===== config.mk =====
export PLATFORM = sky130hd
export DESIGN_NAME = pwm_chan
export DESIGN_NICKNAME = d
export VERILOG_FILES = /design/src/rtl/pwm_pkg.sv /design/src/rtl/pwm_clk_sel.sv /design/src/rtl/pwm_counter.sv /design/src/rtl/pwm_cmp.sv /design/src/rtl/pwm_chan.sv
export SDC_FILE = /design/constraint.sdc
export NUM_CORES = 1
export LEC_CHECK = 0
export BUFFER_PORTS_ARGS = -buffer_cell sky130_fd_sc_hd__buf_2
export CORE_MARGIN = 2
export CORE_UTILIZATION = 45
export DETAILED_ROUTE_END_ITERATION = 10
export PLACE_DENSITY = 0.69
export SLEW_MARGIN = 20
export SYNTH_ARGS = -nofsm -noshare
export SYNTH_HDL_FRONTEND = slang
export SYNTH_HIERARCHICAL = 1
export SYNTH_SLANG_ARGS = --single-unit

===== constraint.sdc =====
create_clock -name clk -period 5.7 [get_ports clk]
set_input_delay 1.14 -clock clk [delete_from_list [all_inputs] [get_ports clk]]
set_output_delay 1.14 -clock clk [all_outputs]
set_load 0.01 [all_outputs]

===== src/rtl/pwm_pkg.sv =====
package pwm_pkg;
  parameter int CNT_W = 16;
  parameter int NSRC  = 13;
  parameter int SEL_W = 4;

  typedef enum logic {DIR_UP = 1'b0, DIR_DN = 1'b1} dir_e;

  // working copy of the channel settings
  typedef struct packed {
    logic [CNT_W-1:0] per;
    logic [CNT_W-1:0] duty;
    logic             center;
    logic             pol;
  } chan_cfg_t;
endpackage


===== src/rtl/pwm_clk_sel.sv =====
module pwm_clk_sel
  import pwm_pkg::*;
#(
  parameter int N  = NSRC,
  parameter int SW = SEL_W
) (
  input  logic [N-1:0]  src_tick,
  input  logic [SW-1:0] sel,
  output logic          tick
);
  logic [N-1:0] hit;

  generate
    for (genvar i = 0; i < N; i++) begin : g_src
      assign hit[i] = src_tick[i] && (sel == SW'(i));
    end
  endgenerate

  assign tick = |hit;

  // at most one strobe source can be routed to the counter
  always_comb begin
    a_onehot_r1: assert ($onehot0(hit));
  end
endmodule


===== src/rtl/pwm_counter.sv =====
module pwm_counter
  import pwm_pkg::*;
#(
  parameter int W = CNT_W
) (
  input  logic         clk,
  input  logic         rst_n,
  input  logic         en,
  input  logic         tick,
  input  chan_cfg_t    cfg,
  output logic [W-1:0] cnt,
  output chan_cfg_t    act,
  output logic         evt
);
  localparam logic [W-1:0] ONE = W'(1);

  dir_e         dir, nxt_dir;
  logic [W-1:0] nxt_cnt;
  logic         bnd;

  always_comb begin
    bnd     = 1'b0;
    nxt_cnt = cnt + ONE;
    nxt_dir = DIR_UP;
    if (!act.center) begin
      bnd = (act.per <= ONE) || (cnt == act.per - ONE);
    end else if (dir == DIR_UP) begin
      if (cnt == act.per) begin
        bnd     = (act.per <= ONE);
        nxt_cnt = act.per - ONE;
        nxt_dir = DIR_DN;
      end
    end else begin
      bnd     = (cnt <= ONE);
      nxt_cnt = cnt - ONE;
      nxt_dir = DIR_DN;
    end
  end

  always_ff @(posedge clk or negedge rst_n) begin
    if (!rst_n) begin
      cnt <= '0;
      dir <= DIR_UP;
      act <= '0;
      evt <= 1'b0;
    end else if (!en) begin
      cnt <= '0;
      dir <= DIR_UP;
      act <= cfg;
      evt <= 1'b0;
    end else if (tick) begin
      if (bnd) begin
        cnt <= '0;
        dir <= DIR_UP;
        act <= cfg;
        evt <= 1'b1;
      end else begin
        cnt <= nxt_cnt;
        dir <= nxt_dir;
        evt <= 1'b0;
      end
    end else begin
      evt <= 1'b0;
    end
  end

  p_idle_zero_r8: assert property (@(posedge clk) disable iff (!rst_n)
    !en |=> (cnt == '0) && !evt);

  p_hold_r2: assert property (@(posedge clk) disable iff (!rst_n)
    (en && !tick) |=> $stable(cnt) && !evt);

  p_left_range_r3: assert property (@(posedge clk) disable iff (!rst_n)
    (en && !act.center && act.per != '0) |-> (cnt < act.per));

  p_center_range_r4: assert property (@(posedge clk) disable iff (!rst_n)
    (en && act.center) |-> (cnt <= act.per));

  p_evt_zero_r5: assert property (@(posedge clk) disable iff (!rst_n)
    evt |-> (cnt == '0) && (dir == DIR_UP));

  p_shadow_hold_r7: assert property (@(posedge clk) disable iff (!rst_n)
    (en && !(tick && bnd)) |=> $stable(act));
endmodule


===== src/rtl/pwm_cmp.sv =====
module pwm_cmp
  import pwm_pkg::*;
#(
  parameter int W = CNT_W
) (
  input  logic         en,
  input  logic         idle_pol,
  input  logic [W-1:0] cnt,
  input  chan_cfg_t    act,
  output logic         wave
);
  logic below;

  assign below = (cnt < act.duty);

  always_comb begin
    if (!en) wave = !idle_pol;
    else     wave = below ? act.pol : !act.pol;
  end
endmodule


===== src/rtl/pwm_chan.sv =====
module pwm_chan
  import pwm_pkg::*;
(
  input  logic             clk,
  input  logic             rst_n,
  input  logic             en,
  input  logic [NSRC-1:0]  src_tick,
  input  logic [SEL_W-1:0] cfg_sel,
  input  logic             cfg_center,
  input  logic             cfg_pol,
  input  logic [CNT_W-1:0] cfg_period,
  input  logic [CNT_W-1:0] cfg_duty,
  output logic             pwm_out,
  output logic             period_end
);
  logic             tick;
  logic [CNT_W-1:0] cnt;
  chan_cfg_t        cfg_in, act;

  assign cfg_in = '{per: cfg_period, duty: cfg_duty, center: cfg_center, pol: cfg_pol};

  pwm_clk_sel #(.N(NSRC), .SW(SEL_W)) u_sel (
    .src_tick (src_tick),
    .sel      (cfg_sel),
    .tick     (tick)
  );

  pwm_counter #(.W(CNT_W)) u_cnt (
    .clk   (clk),
    .rst_n (rst_n),
    .en    (en),
    .tick  (tick),
    .cfg   (cfg_in),
    .cnt   (cnt),
    .act   (act),
    .evt   (period_end)
  );

  pwm_cmp #(.W(CNT_W)) u_cmp (
    .en       (en),
    .idle_pol (cfg_pol),
    .cnt      (cnt),
    .act      (act),
    .wave     (pwm_out)
  );

  // with an unused select code the channel never reports a boundary
  p_nosrc_r1: assert property (@(posedge clk) disable iff (!rst_n)
    (cfg_sel >= SEL_W'(NSRC)) |=> !period_end);
endmodule


After elaboration in Yosys (flattened, before gate mapping) --
Index checks and enable logic that the tools add are counted.
Operators by class: $add $sub $neg 3, order comparisons 3, eq/ne operators 16, mux-type cells 23, reductions and logical operators 19
Operators by type and width (number):
- $mux 34 | 3
- $mux 16 | 6
- $eq 16x16->1 | 2
- $le 16x1->1 const B | 2
- $sub 16x1->16 const B | 2
- $eq 4x4->1 const B | 5
- $add 16x1->16 const B | 1
- $eq 4x3->1 const B | 4
- $lt 16x16->1 | 1
- $mux 1 | 14
- $logic_and 1x1->1 | 13
- $reduce_or 13->1 | 1
- $eq 4x2->1 const B | 2
- $eq 4x1->1 const B | 1
- $logic_not 4->1 | 1
- $ne 2x1->1 const B | 2
- $logic_not 1->1 | 2
- $reduce_and 2->1 | 1
- $logic_or 1x1->1 | 1
Word-level totals: flip-flop bits (word level) 52, input bits 54, output and inout port bits 2, logic and storage cells 71

Depth between registers and ports, before layout --
Gate-level depths: netlist of the first run.
depth after elaboration 7, mapped depth 12, mapped depth without buffers 10

Modules after synthesis --
Netlist of the first run, hierarchy kept.
By module, submodules not included:
- pwm_counter | times used 1, cells an instance 412, area each 3972.6 µm², sequential area each 1301.2 µm²
- pwm_cmp | times used 1, cells an instance 57, area each 424.2 µm², sequential area each 0.0 µm²
- pwm_clk_sel | times used 1, cells an instance 8, area each 117.6 µm², sequential area each 0.0 µm²

Least setup slack after synthesis of the first run --
OpenSTA, ideal clock, no wires.
path kind in2reg, start point input port cfg_sel[0], end point register u_cnt/act[0] (netlist name), setup time 125 ps, arrival 3006 ps, data required time 5575 ps, slack 2569 ps, stages on the path 8, path buffers 2, cells stage by stage mux4_1 -> mux2_2 -> o22a_1 -> nor2b_2 -> a21o_1 -> buf_6 -> buf_12 -> mux2_4
On the way: cells in the longest elaborated chain, start to end 5, elaborated cells on any way between the ends 29, those cells by class eq/ne: 13; reduce/logical: 16
Ends and longest elaborated chain:
- start, declared | RTL line pwm_chan.sv:8 | input logic [SEL_W-1:0] cfg_sel,
- $eq 4x1->1 (tied with other cells) | RTL line pwm_clk_sel.sv:15 | assign hit[i] = src_tick[i] && (sel == SW'(i));
- $logic_and 1x1->1 | RTL line pwm_clk_sel.sv:15
- $reduce_or 13->1 * | RTL line pwm_clk_sel.sv:19 | assign tick = |hit;
- named net tick | RTL line pwm_chan.sv:16 | logic tick;
- $ne 2x1->1 (no line) *
- $reduce_and 2->1 (no line) *
Mark *: on every way through the listed nets, which the timed path passes. The rest lies on a longest branch. A chain may end at the register's enable or synchronous reset.

Worst setup path in the final report of the first run --
start point register u_cnt.cnt[12], end point output port pwm_out
On the way: cells in the longest elaborated chain, start to end 3
Ends and longest elaborated chain:
- start, declared | RTL line pwm_counter.sv:11 | output logic [W-1:0] cnt,
- start signal, assigned | RTL line pwm_counter.sv:58 | cnt <= nxt_cnt;
- $lt 16x16->1 | RTL line pwm_cmp.sv:14 | assign below = (cnt < act.duty);
- $mux 1 | RTL line pwm_cmp.sv:18 | else wave = below ? act.pol : !act.pol;
- $mux 1 | RTL line pwm_cmp.sv:17 | if (!en) wave = !idle_pol;
- end, declared | RTL line pwm_chan.sv:13 | output logic pwm_out,
Every way passes these cells.

==> metrics.md, run 1 <==
| Metric | Value |
|---|---|
| Status | completed |
| Post-Syn Area | 0.00451 mm2 |
| Syn Nets | 551 |
| Cell Rows | 36 |
| Root Buffer | clkbuf_8 |
| Flops & latches, synth | 52 |
| Slowest stage delay, CP | 0.58 ns |
| Final #Nets | 579 |
| Final Max Tran Viols | 0 |
| PostCTS Resize Cnt | 0 |
| Vias in the first global route | 3,824 |
| Crit. Startpoint | u_cnt/cnt[12] |
| Area delta synth->final | 5.85% |
| Dpl cell area | 0.00468 mm2 |
| Largest net degree at the start of global routing | 53 |
| Warning count from the yosys run | 6 |
| TritonCTS clock tree | done |
| Hpwl dp | 8080 um |
| Via count | 3,844 |
| Post-Syn Instances | 477 |
| Area contributors post-synth | dfrtp_1 (29%), mux2_4 (9.6%), ha_1 (5.5%) |
| Design area | 0.00478 mm2 |
| HP Start | u_cnt/act[15] |
| Worst rel slew slack | 0.235 |
| First-pass GRT wire length | 18,700 um |
| CTS Hold Bufs | 0 |
| Initial DRC count | 278 |
| CTS H-tree lvls | 2 |
| Setup Viol. Count Final | 0 |
| Max rail drop VDD | 124 uV |
| Core Box Area | 0.00977 mm2 |
| Worst Path Buf+Inv | 1 |
| Crit Path Class | flop to primary output |
| Fin util | 0.489 |
| WP data required | 4.56 ns |
| Final Skew | 0.00779 ns |
| Vias per inst | 6.02 |
| CP delay by family, top | compound AO/OA/AOI/OAI gates |
| Crit path DAT | 2.61 ns |
| Post-synth EDFFs | 0 |
| Yosys top cell area share | 0.288 |
| Total wire length | 11,100 um |
| Fmax | 0.266 GHz |
| Clock Latency Late Sink | 0.32 ns |
| Critical path peak fanout | 15 |
| Cell Pwr Density | 199 mW/mm2 |
| Setup Buffers After CTS | 0 |
| Max cap viols | 0 |
| Num CTS Buffers | 5 |
| Endpoint class of the critical path | primary output |
| Register area share after synthesis | 0.288 |
| Synth area leader | dfrtp_1 |
| Global Route Usage Sum | 0.211 |
| Leak Pwr | 2.11 nW |
| IO buf count | 55 |
| Asr flop ratio synth | 1.00 |
| Routed Antenna Nets | 0 |
| CTS sink cnt | 52 |
| Crit start category | flop |
| GR Overflow Total | 0 |
| Initial Util | 0.462 |
| Overall power | 950 uW |
| Unrepaired setup endpoints after global routing | false |
| Ratio of cells with drive above 1 in the final layout | 0.235 |
| Hold Vio Cnt, Final | 0 |
| CP max stage cell | dfrtp_1 |
| Syn_area_per_cell | 9.46 um2 |
| Final period util | 0.659 |
| Least-Margin Pin Slew | 1.14 ns |
| Initial antenna violation count | 0 |
| Clock buffer depth | 2 |
| Chip Width | 104 um |
| First-pass detailed-route iteration total | 5 |
| Routed len/inst | 17.4 um |
| Drc violations | 0 |
| Ports | 56 |
| Clk slew on worst S/H paths | 0.10 ns |
| Synth Flop Type | dfrtp_1 |
| Worst hold path type | flop to flop |
| Worst r2r src | u_cnt/act[19] |
| Netlist cell types | 74 |
| Die footprint | 0.0108 mm2 |
| Tmin final | 3.75 ns |
| Diode count | 0 |
| GPL Wtd Cong | 0.937 |
| Die height | 104 um |
| Final setup TNS | 0 ns |
| Cell chain of the critical path | ha_1 -> and4_1 -> nand4_1 -> a2111oi_1 -> o32ai_1 -> a31oi_1 -> buf_2 |
[cell usage in the layout (no fill, tap or decap), types with 10 or more instances in the layout]
| master | n |
|---|---|
| ha_1 | 20 |
| buf_2 | 55 |
| dfrtp_1 | 52 |
| nand3_1 | 10 |
| xnor2_1 | 21 |
| nand2_1 | 39 |
| a21oi_1 | 13 |
| o21ai_0 | 22 |
| nor4_1 | 11 |
| inv_1 | 29 |
| xor2_1 | 18 |
| o22ai_1 | 10 |
| nor2_1 | 28 |
| nor3_1 | 15 |
| mux2_4 | 29 |
[cell families after synthesis]
kind of cell	share of synthesized area
AND/OR/NAND/NOR	0.179
AO/OA/AOI/OAI	0.177
XOR/XNOR	0.0807
multiplexers	0.131
adder cells (fa/ha/maj)	0.0554
flip-flops	0.288
buffers and inverters	0.0881
[power by group]
group / switching, mW / total [mW] / internal [mW]
clock: 0.135 / 0.223 / 0.0879
sequential: 0.0543 / 0.455 / 0.401
combinational: 0.135 / 0.272 / 0.137
[state kept, by name, summed over array words and instances (netlist names)]
| register | flops |
|---|---|
| u_cnt/dir | 1 |
| u_cnt/cnt | 16 |
| u_cnt/act | 34 |
| u_cnt/evt | 1 |
[final cells by class]
class                   instances  area [um2]
multi-input cells             360        2820
inverters                      29         109
repair buffers                 57         290
flip-flops and latches         52        1300
fillers                       929        5000
well taps                     133         166
clock inverters                 2        16.3
clock buffers                   6        72.6
[worst paths after layout]
| check | depth (start not counted) | end | slack (ns) |
|---|---|---|---|
| max | 7 | pwm_out | 1.95 |
| max reg2reg | 10 | u_cnt/act[13] | 2.12 |
| min | 1 | u_cnt/act[15] | 0.52 |
| min in group asynchronous | 2 | u_cnt/act[30] | 0.93 |
| min reg2reg | 1 | u_cnt/act[15] | 0.52 |
| max in group asynchronous | 2 | u_cnt/cnt[10] | 4.32 |
[layer usage]
layer | vias to the layer above | GRT usage | share of wire
met2 | 147 | 0.352 | 0.49
li1 | 1806 | - | -
met1 | 1878 | 0.284 | 0.45
met5 | - | 0 | 0
met4 | 0 | 0.0676 | 0.018
met3 | 13 | 0.0282 | 0.045
[stage by stage]
step	setup WS, ns	std cells	hold slack, ns
finish	1.95	639	0.516
detailed placement	1.85	631	0.493
global placement	1.91	631	0.492
floorplan	2.57	477	0.481
global route	1.73	639	0.535
CTS	1.83	639	0.521
[cells in the mapped netlist, drive strengths merged (10+ instances only)]
cell / n
dfrtp: 52
nand2: 40
mux2: 35
inv: 29
nor2: 29
clkbuf: 23
o21ai: 23
xnor2: 21
ha: 20
xor2: 18
nor3: 15
a21oi: 14
buf: 13
nor4: 13
nand3: 10
o22ai: 10
Power figures use the tool's default switching activity.
==> run 2: changes to the inputs <==
Settings changed: PLACE_DENSITY 0.69 to 0.72.
Clock period 5.7 ns to 3.1 ns, I/O delays scaled along.
==> run 2 against run 1 <==
  * Highest routed layer unchanged
  * Worst setup slack got worse by 1.8 ns
  * Final cell count increased by 8.3%
  * Register-to-register slack worse by 2.0 ns
  * First-iteration DRC count is 36% higher
==> metrics.md, run 2 (synthesis results as in run 1) <==
| Metric | Value |
|---|---|
| Status | completed |
| IO buf count | 55 (unchanged) |
| Overall power | 1.85 mW (+94%) |
| Hold Vio Cnt, Final | 0 (unchanged) |
| Clock buffer depth | 2 (unchanged) |
| Diode count | 0 (unchanged) |
| GPL Wtd Cong | 0.960 (+2.5%) |
| Least-Margin Pin Slew | 0.801 ns (-0.339 ns) |
| Area delta synth->final | 16.7% |
| Drc violations | 0 (unchanged) |
| Post-route setup slack | 0.121 ns (-1.82 ns) |
| Routed Antenna Nets | 0 (unchanged) |
| Endpoint class of the critical path | primary output |
| Ratio of cells with drive above 1 in the final layout | 0.324 (+0.0886) |
| Psw | 635 uW (+96%) |
| Met3 WL | 746 um (+50%) |
| First-pass GRT wire length | 20,400 um (+9.1%) |
| GR Overflow Total | 0 (unchanged) |
| Comb pwr share | 0.344 (+0.057) |
| Core Box Area | 0.00977 mm2 (unchanged) |
| Worst r2r src | u_cnt/cnt[11] |
| Reg-to-reg endpoint | u_cnt/act[13] |
| Fmax | 0.336 GHz |
| Slowest stage delay, CP | 0.47 ns (-0.11 ns) |
| Top reg by flops | u_cnt/act |
| DP Worst Slack | -0.0725 ns (-1.92 ns) |
| TritonCTS clock tree | done |
| Hpwl dp | 9520 um (+18%) |
| CTS H-tree lvls | 2 (unchanged) |
| Final hold slack | 0.376 ns (-0.140 ns) |
| Most frequent cells in the layout | buf_2 (55), buf_4 (52), dfrtp_1 (49) |
| Max cap viols | 0 (unchanged) |
| Final Skew | 0.0186 ns (+0.0109 ns) |
| Largest registers | u_cnt/act x34, u_cnt/cnt x16 |
| Chip Width | 104 um (unchanged) |
| Die footprint | 0.0108 mm2 (unchanged) |
| Initial antenna violation count | 0 (unchanged) |
| Fin util | 0.539 (+0.0502) |
| Final period util | 0.961 |
| Clk network pwr share | 0.221 (-0.014) |
| Met2 Wirelength | 6040 um (+11%) |
| First-pass detailed-route iteration total | 5 (unchanged) |
| Die height | 104 um (unchanged) |
| Via count | 4,060 (+5.6%) |
| Crit Path Class | flop to primary output |
| Commonest non-fill, non-tap cell in the layout | buf_2 |
| Global Route Usage Sum | 0.233 (+0.0225) |
| Total wire length | 12,600 um (+13%) |
| Worst rel slew slack | 0.466 (+0.231) |
| Number of flip-flops in the largest register | 34 (unchanged) |
| Largest net degree at the start of global routing | 36 (-32%) |
| Clk slew on worst S/H paths | 0.10 ns (about the same) |
| Int Pwr | 1.21 mW (+94%) |
| WP data required | 2.48 ns (-2.08 ns) |
| Wl on met1 | 5510 um (+10%) |
| Final Max Tran Viols | 0 (unchanged) |
| Setup slack, reg-to-reg | 0.13 ns (-1.99 ns) |
| CTS Hold Bufs | 0 (unchanged) |
| Num CTS Buffers | 5 (unchanged) |
| Sw Share | 0.344 (+0.00217) |
| Tmin final | 2.98 ns |
| Clock Latency Late Sink | 0.33 ns (about the same) |
| Cell depth of the worst flop-to-flop path | 10 (unchanged) |
| Initial Util | 0.462 (unchanged) |
| Final #Nets | 632 (+9.2%) |
| CP max stage cell | dfrtp_1 |
| Crit path DAT | 2.36 ns (-0.25 ns) |
| Seq pwr share | 0.435 (-0.044) |
| Max rail drop VDD | 186 uV (+50%) |
| Ports | 56 (unchanged) |
| Uppermost layer routed | met4 |
| Leak Pwr | 2.41 nW (+14%) |
| CTS sink cnt | 52 (unchanged) |
| Root Buffer | clkbuf_8 |
| Cell chain of the critical path | buf_4 -> ha_1 -> a21o_1 -> nand3_1 -> o211ai_1 -> or3_1 -> a31oi_1 -> buf_2 |
| Critical path peak fanout | 7 (-8) |
| Vias per inst | 5.87 (-2.5%) |
| Crit start category | flop |
| Vias in the first global route | 4,080 (+6.7%) |
| Initial DRC count | 378 (+36%) |
| Routed len/inst | 18.1 um (+4.4%) |
| Setup Viol. Count Final | 0 (unchanged) |
| Cell Rows | 36 (unchanged) |
| Cell Pwr Density | 351 mW/mm2 (+76%) |
| Worst hold path type | input pin to asynchronous set/reset pin |
run 2: cell types whose count changed in the layout (fill, tap and decap cells not counted), moves of 2 or more:
| cell | previous run | this run |
|---|---|---|
| buf_4 | 2 | 52 |
| dfrtp_1 | 52 | 49 |
| dfrtp_2 | 0 | 3 |
| buf_12 | 0 | 2 |
run 2: power by group through the flow:
stage	clock, mW	sequential [mW]	combinational, mW
finish	0.409	0.803	0.636
global route	0.460	0.812	0.693
CTS	0.419	0.801	0.614
detailed placement	0	0.814	0.604
global placement	0	0.813	0.588
floorplan	0	0.790	0.458
run 2: what timing repair did:
item	in CTS	in global routing
pin swaps	0	1
buffers inserted	0	4
endpoints found under the hold margin	0	0
gates cloned	0	1
resized for setup	3	11
setup endpoints to repair	38	46
run 2: worst max-delay path, delay by kind of cell (launching register included):
| kind | cells | cell delay, ns |
|---|---|---|
| buf+inv | 2 | 0.35 |
| fa+ha+maj | 1 | 0.31 |
| flops | 1 | 0.47 |
| compound gates | 3 | 0.46 |
| simple gates | 2 | 0.44 |
run 2: routing by layer:
layer	vias to the layer above	track usage
met5	-	0
met4	0	0.0705
met3	21	0.0370
met2	151	0.399
met1	1981	0.303
li1	1907	-
run 2: metrics by stage:
| step | TNS, ns | instances | cell area, um2 |
|---|---|---|---|
| final | 0 | 692 | 5270 |
| after global placement | 0 | 679 | 5070 |
| after detailed placement | -1.66 | 679 | 5070 |
| after CTS | 0 | 687 | 5180 |
| after global routing | -0.000765 | 692 | 5270 |
| after floorplan | 0 | 477 | 4510 |
run 2: cell type report:
cell class | count | area (um2)
fill | 896 | 4510
clock buffer | 6 | 72.6
inverter | 29 | 109
sequential | 52 | 1310
timing repair buffer | 110 | 731
tap | 133 | 166
clock inverter | 2 | 16.3
multi-input combinational | 360 | 2870
run 2: worst max-delay path by stage:
| stage | slack [ns] | to | cells past startpoint | start |
|---|---|---|---|---|
| floorplan | 0.26 | u_cnt/act[0] | 12 | u_cnt/act[18] |
| global placement | 0.03 | u_cnt/cnt[13] | 10 | u_cnt/act[18] |
| detailed placement | -0.07 | u_cnt/act[13] | 11 | u_cnt/act[18] |
| CTS | 0.003 | u_cnt/act[23] | 11 | u_cnt/act[18] |
| global route | -0.0008 | pwm_out | 8 | u_cnt/cnt[7] |
| finish | 0.12 | pwm_out | 8 | u_cnt/cnt[9] |
==> run 3: changes to the inputs <==
Settings changed: CTS_BUF_LIST set to sky130_fd_sc_hd__clkbuf_8 sky130_fd_sc_hd__clkbuf_16.
==> run 3 against run 2 <==
  * Global-route usage is the same
  * Critical path type unchanged
  * Register-to-register slack is essentially flat
  * Wire length is essentially flat
  * Total power shrank 0.34%
  * Final area is the same
  * Die area is the same
  * Critical endpoint unchanged
==> metrics.md, run 3 (synthesis results as in run 1) <==
| Metric | Value |
|---|---|
| Status | completed |
| Clk slew on worst S/H paths | 0.10 ns (about the same) |
| Final Skew | 0.0185 ns (-0.000138 ns) |
| Crit. Startpoint | u_cnt/cnt[9] |
| Drc violations | 0 (unchanged) |
| Crit start category | flop |
| Die footprint | 0.0108 mm2 (unchanged) |
| Tmin final | 2.97 ns (-0.00417 ns) |
| Overall power | 1.84 mW (-0.34%) |
| Initial Util | 0.462 (unchanged) |
| Die height | 104 um (unchanged) |
| Total wire length | 12,600 um (about the same) |
| Hpwl dp | 9520 um (unchanged) |
| Cell Rows | 36 (unchanged) |
| Initial DRC count | 376 (-0.53%) |
| Dpl cell area | 0.00507 mm2 (unchanged) |
| Leak Pwr | 2.41 nW (+0.17%) |
| Initial antenna violation count | 0 (unchanged) |
| Fmax | 0.336 GHz (+0.14%) |
| Largest registers | u_cnt/act x34, u_cnt/cnt x16 |
| Chip Width | 104 um (unchanged) |
| Setup Viol. Count Final | 0 (unchanged) |
| Hold Vio Cnt, Final | 0 (unchanged) |
| First-pass GRT wire length | 20,400 um (unchanged) |
| Cell depth of the worst flop-to-flop path | 10 (unchanged) |
| Largest net degree at the start of global routing | 36 (unchanged) |
| GPL Wtd Cong | 0.960 (unchanged) |
| Most frequent cells in the layout | buf_2 (55), buf_4 (52), dfrtp_1 (49) |
| Clock buffer depth | 2 (unchanged) |
| Crit Path Class | flop to primary output |
| Worst hold path type | input pin to asynchronous set/reset pin |
| Final #Nets | 632 (unchanged) |
| Vias per inst | 5.87 (unchanged) |
| Worst r2r src | u_cnt/cnt[11] |
| Clock Latency Late Sink | 0.33 ns (about the same) |
| Vias in the first global route | 4,080 (unchanged) |
| Num CTS Buffers | 5 (unchanged) |
| Least-Margin Pin Slew | 0.815 ns (+0.0141 ns) |
| Crit path DAT | 2.35 ns (about the same) |
| CTS sink cnt | 52 (unchanged) |
| Worst rel slew slack | 0.457 (-0.00938) |
| Critical path peak fanout | 7 (unchanged) |
| IO buf count | 55 (unchanged) |
| CTS Hold Bufs | 0 (unchanged) |
| Max rail drop VDD | 186 uV (+0.16%) |
| Global Route Usage Sum | 0.233 (unchanged) |
| First-pass detailed-route iteration total | 5 (unchanged) |
| Number of flip-flops in the largest register | 34 (unchanged) |
| TritonCTS clock tree | done |
| Via count | 4,060 (unchanged) |
| Setup slack, reg-to-reg | 0.14 ns (about the same) |
| Routed len/inst | 18.2 um (about the same) |
| Area delta synth->final | 16.7% (unchanged) |
| GR Overflow Total | 0 (unchanged) |
| Root Buffer | clkbuf_8 |
| Endpoint class of the critical path | primary output |
| Final Max Tran Viols | 0 (unchanged) |
| Design area | 0.00527 mm2 (unchanged) |
| Final period util | 0.960 (-0.00134) |
| Reg-to-reg endpoint | u_cnt/act[13] |
| Top reg by flops | u_cnt/act |
| Ratio of cells with drive above 1 in the final layout | 0.324 (unchanged) |
| WP data required | 2.48 ns (about the same) |
| Max cap viols | 0 (unchanged) |
| Cell Pwr Density | 349 mW/mm2 (-0.34%) |
| Diode count | 0 (unchanged) |
| CTS H-tree lvls | 2 (unchanged) |
| Core Box Area | 0.00977 mm2 (unchanged) |
| Ports | 56 (unchanged) |
| Commonest non-fill, non-tap cell in the layout | buf_2 |
| Routed Antenna Nets | 0 (unchanged) |
[run 3: cell count changes in the layout (fill, tap and decap cells not counted), sizes merged]
cell,change
inv,+1
clkbuf,-1
[run 3: metrics by stage]
stage	util	hold WS, ns	TNS [ns]	setup WS (ns)	std cells
after floorplan	-	0.324	0	0.265	477
after CTS	0.530	0.401	0	0.00323	687
after detailed placement	0.519	0.493	-1.66	-0.0725	679
after global placement	0.519	0.493	0	0.0301	679
after global routing	0.539	0.438	-0.000765	-0.000765	692
final	0.539	0.380	0	0.125	692
[run 3: cell type report]
| class | count | area, um2 |
|---|---|---|
| clock buffers | 5 | 68.8 |
| clock inverters | 3 | 20.0 |
| fillers | 896 | 4510 |
| inverters | 29 | 109 |
| multi-input cells | 360 | 2870 |
| flip-flops and latches | 52 | 1310 |
| well taps | 133 | 166 |
| repair buffers | 110 | 731 |
[run 3: power breakdown]
group | total (mW) | switching [mW] | internal [mW]
logic | 0.635 | 0.321 | 0.314
registers | 0.803 | 0.0654 | 0.737
clock network | 0.403 | 0.245 | 0.158
[run 3: how the worst max path moves through the flow]
stage                    end  depth (start not counted)  slack, ns
5_1_grt              pwm_out                          8    -0.0008
3_3_place_gp   u_cnt/cnt[13]                         10       0.03
2_1_floorplan   u_cnt/act[0]                         12       0.26
3_5_place_dp   u_cnt/act[13]                         11      -0.07
6_report             pwm_out                          8       0.13
4_1_cts        u_cnt/act[23]                         11      0.003
[run 3: critical path: stages (launching register included)]
cell	delay, ns
dfrtp_1	0.47
buf_4	0.20
ha_1	0.31
a21o_1	0.18
nand3_1	0.08
o211ai_1	0.11
or3_1	0.36
a31oi_1	0.17
buf_2	0.15
[run 3: metal layers]
layer  track usage  routed length, um  vias up
li1              -                  -     1910
met1         0.303               5570     1991
met2         0.399               6090      144
met3        0.0370                690       15
met4        0.0705                217        0
met5             0                  0        -
[run 3: repair_timing]
item,in CTS,in global routing
resized for setup,3,11
cloned,0,1
setup buffers,0,4
setup endpoints to repair,38,46
pin swaps,0,1
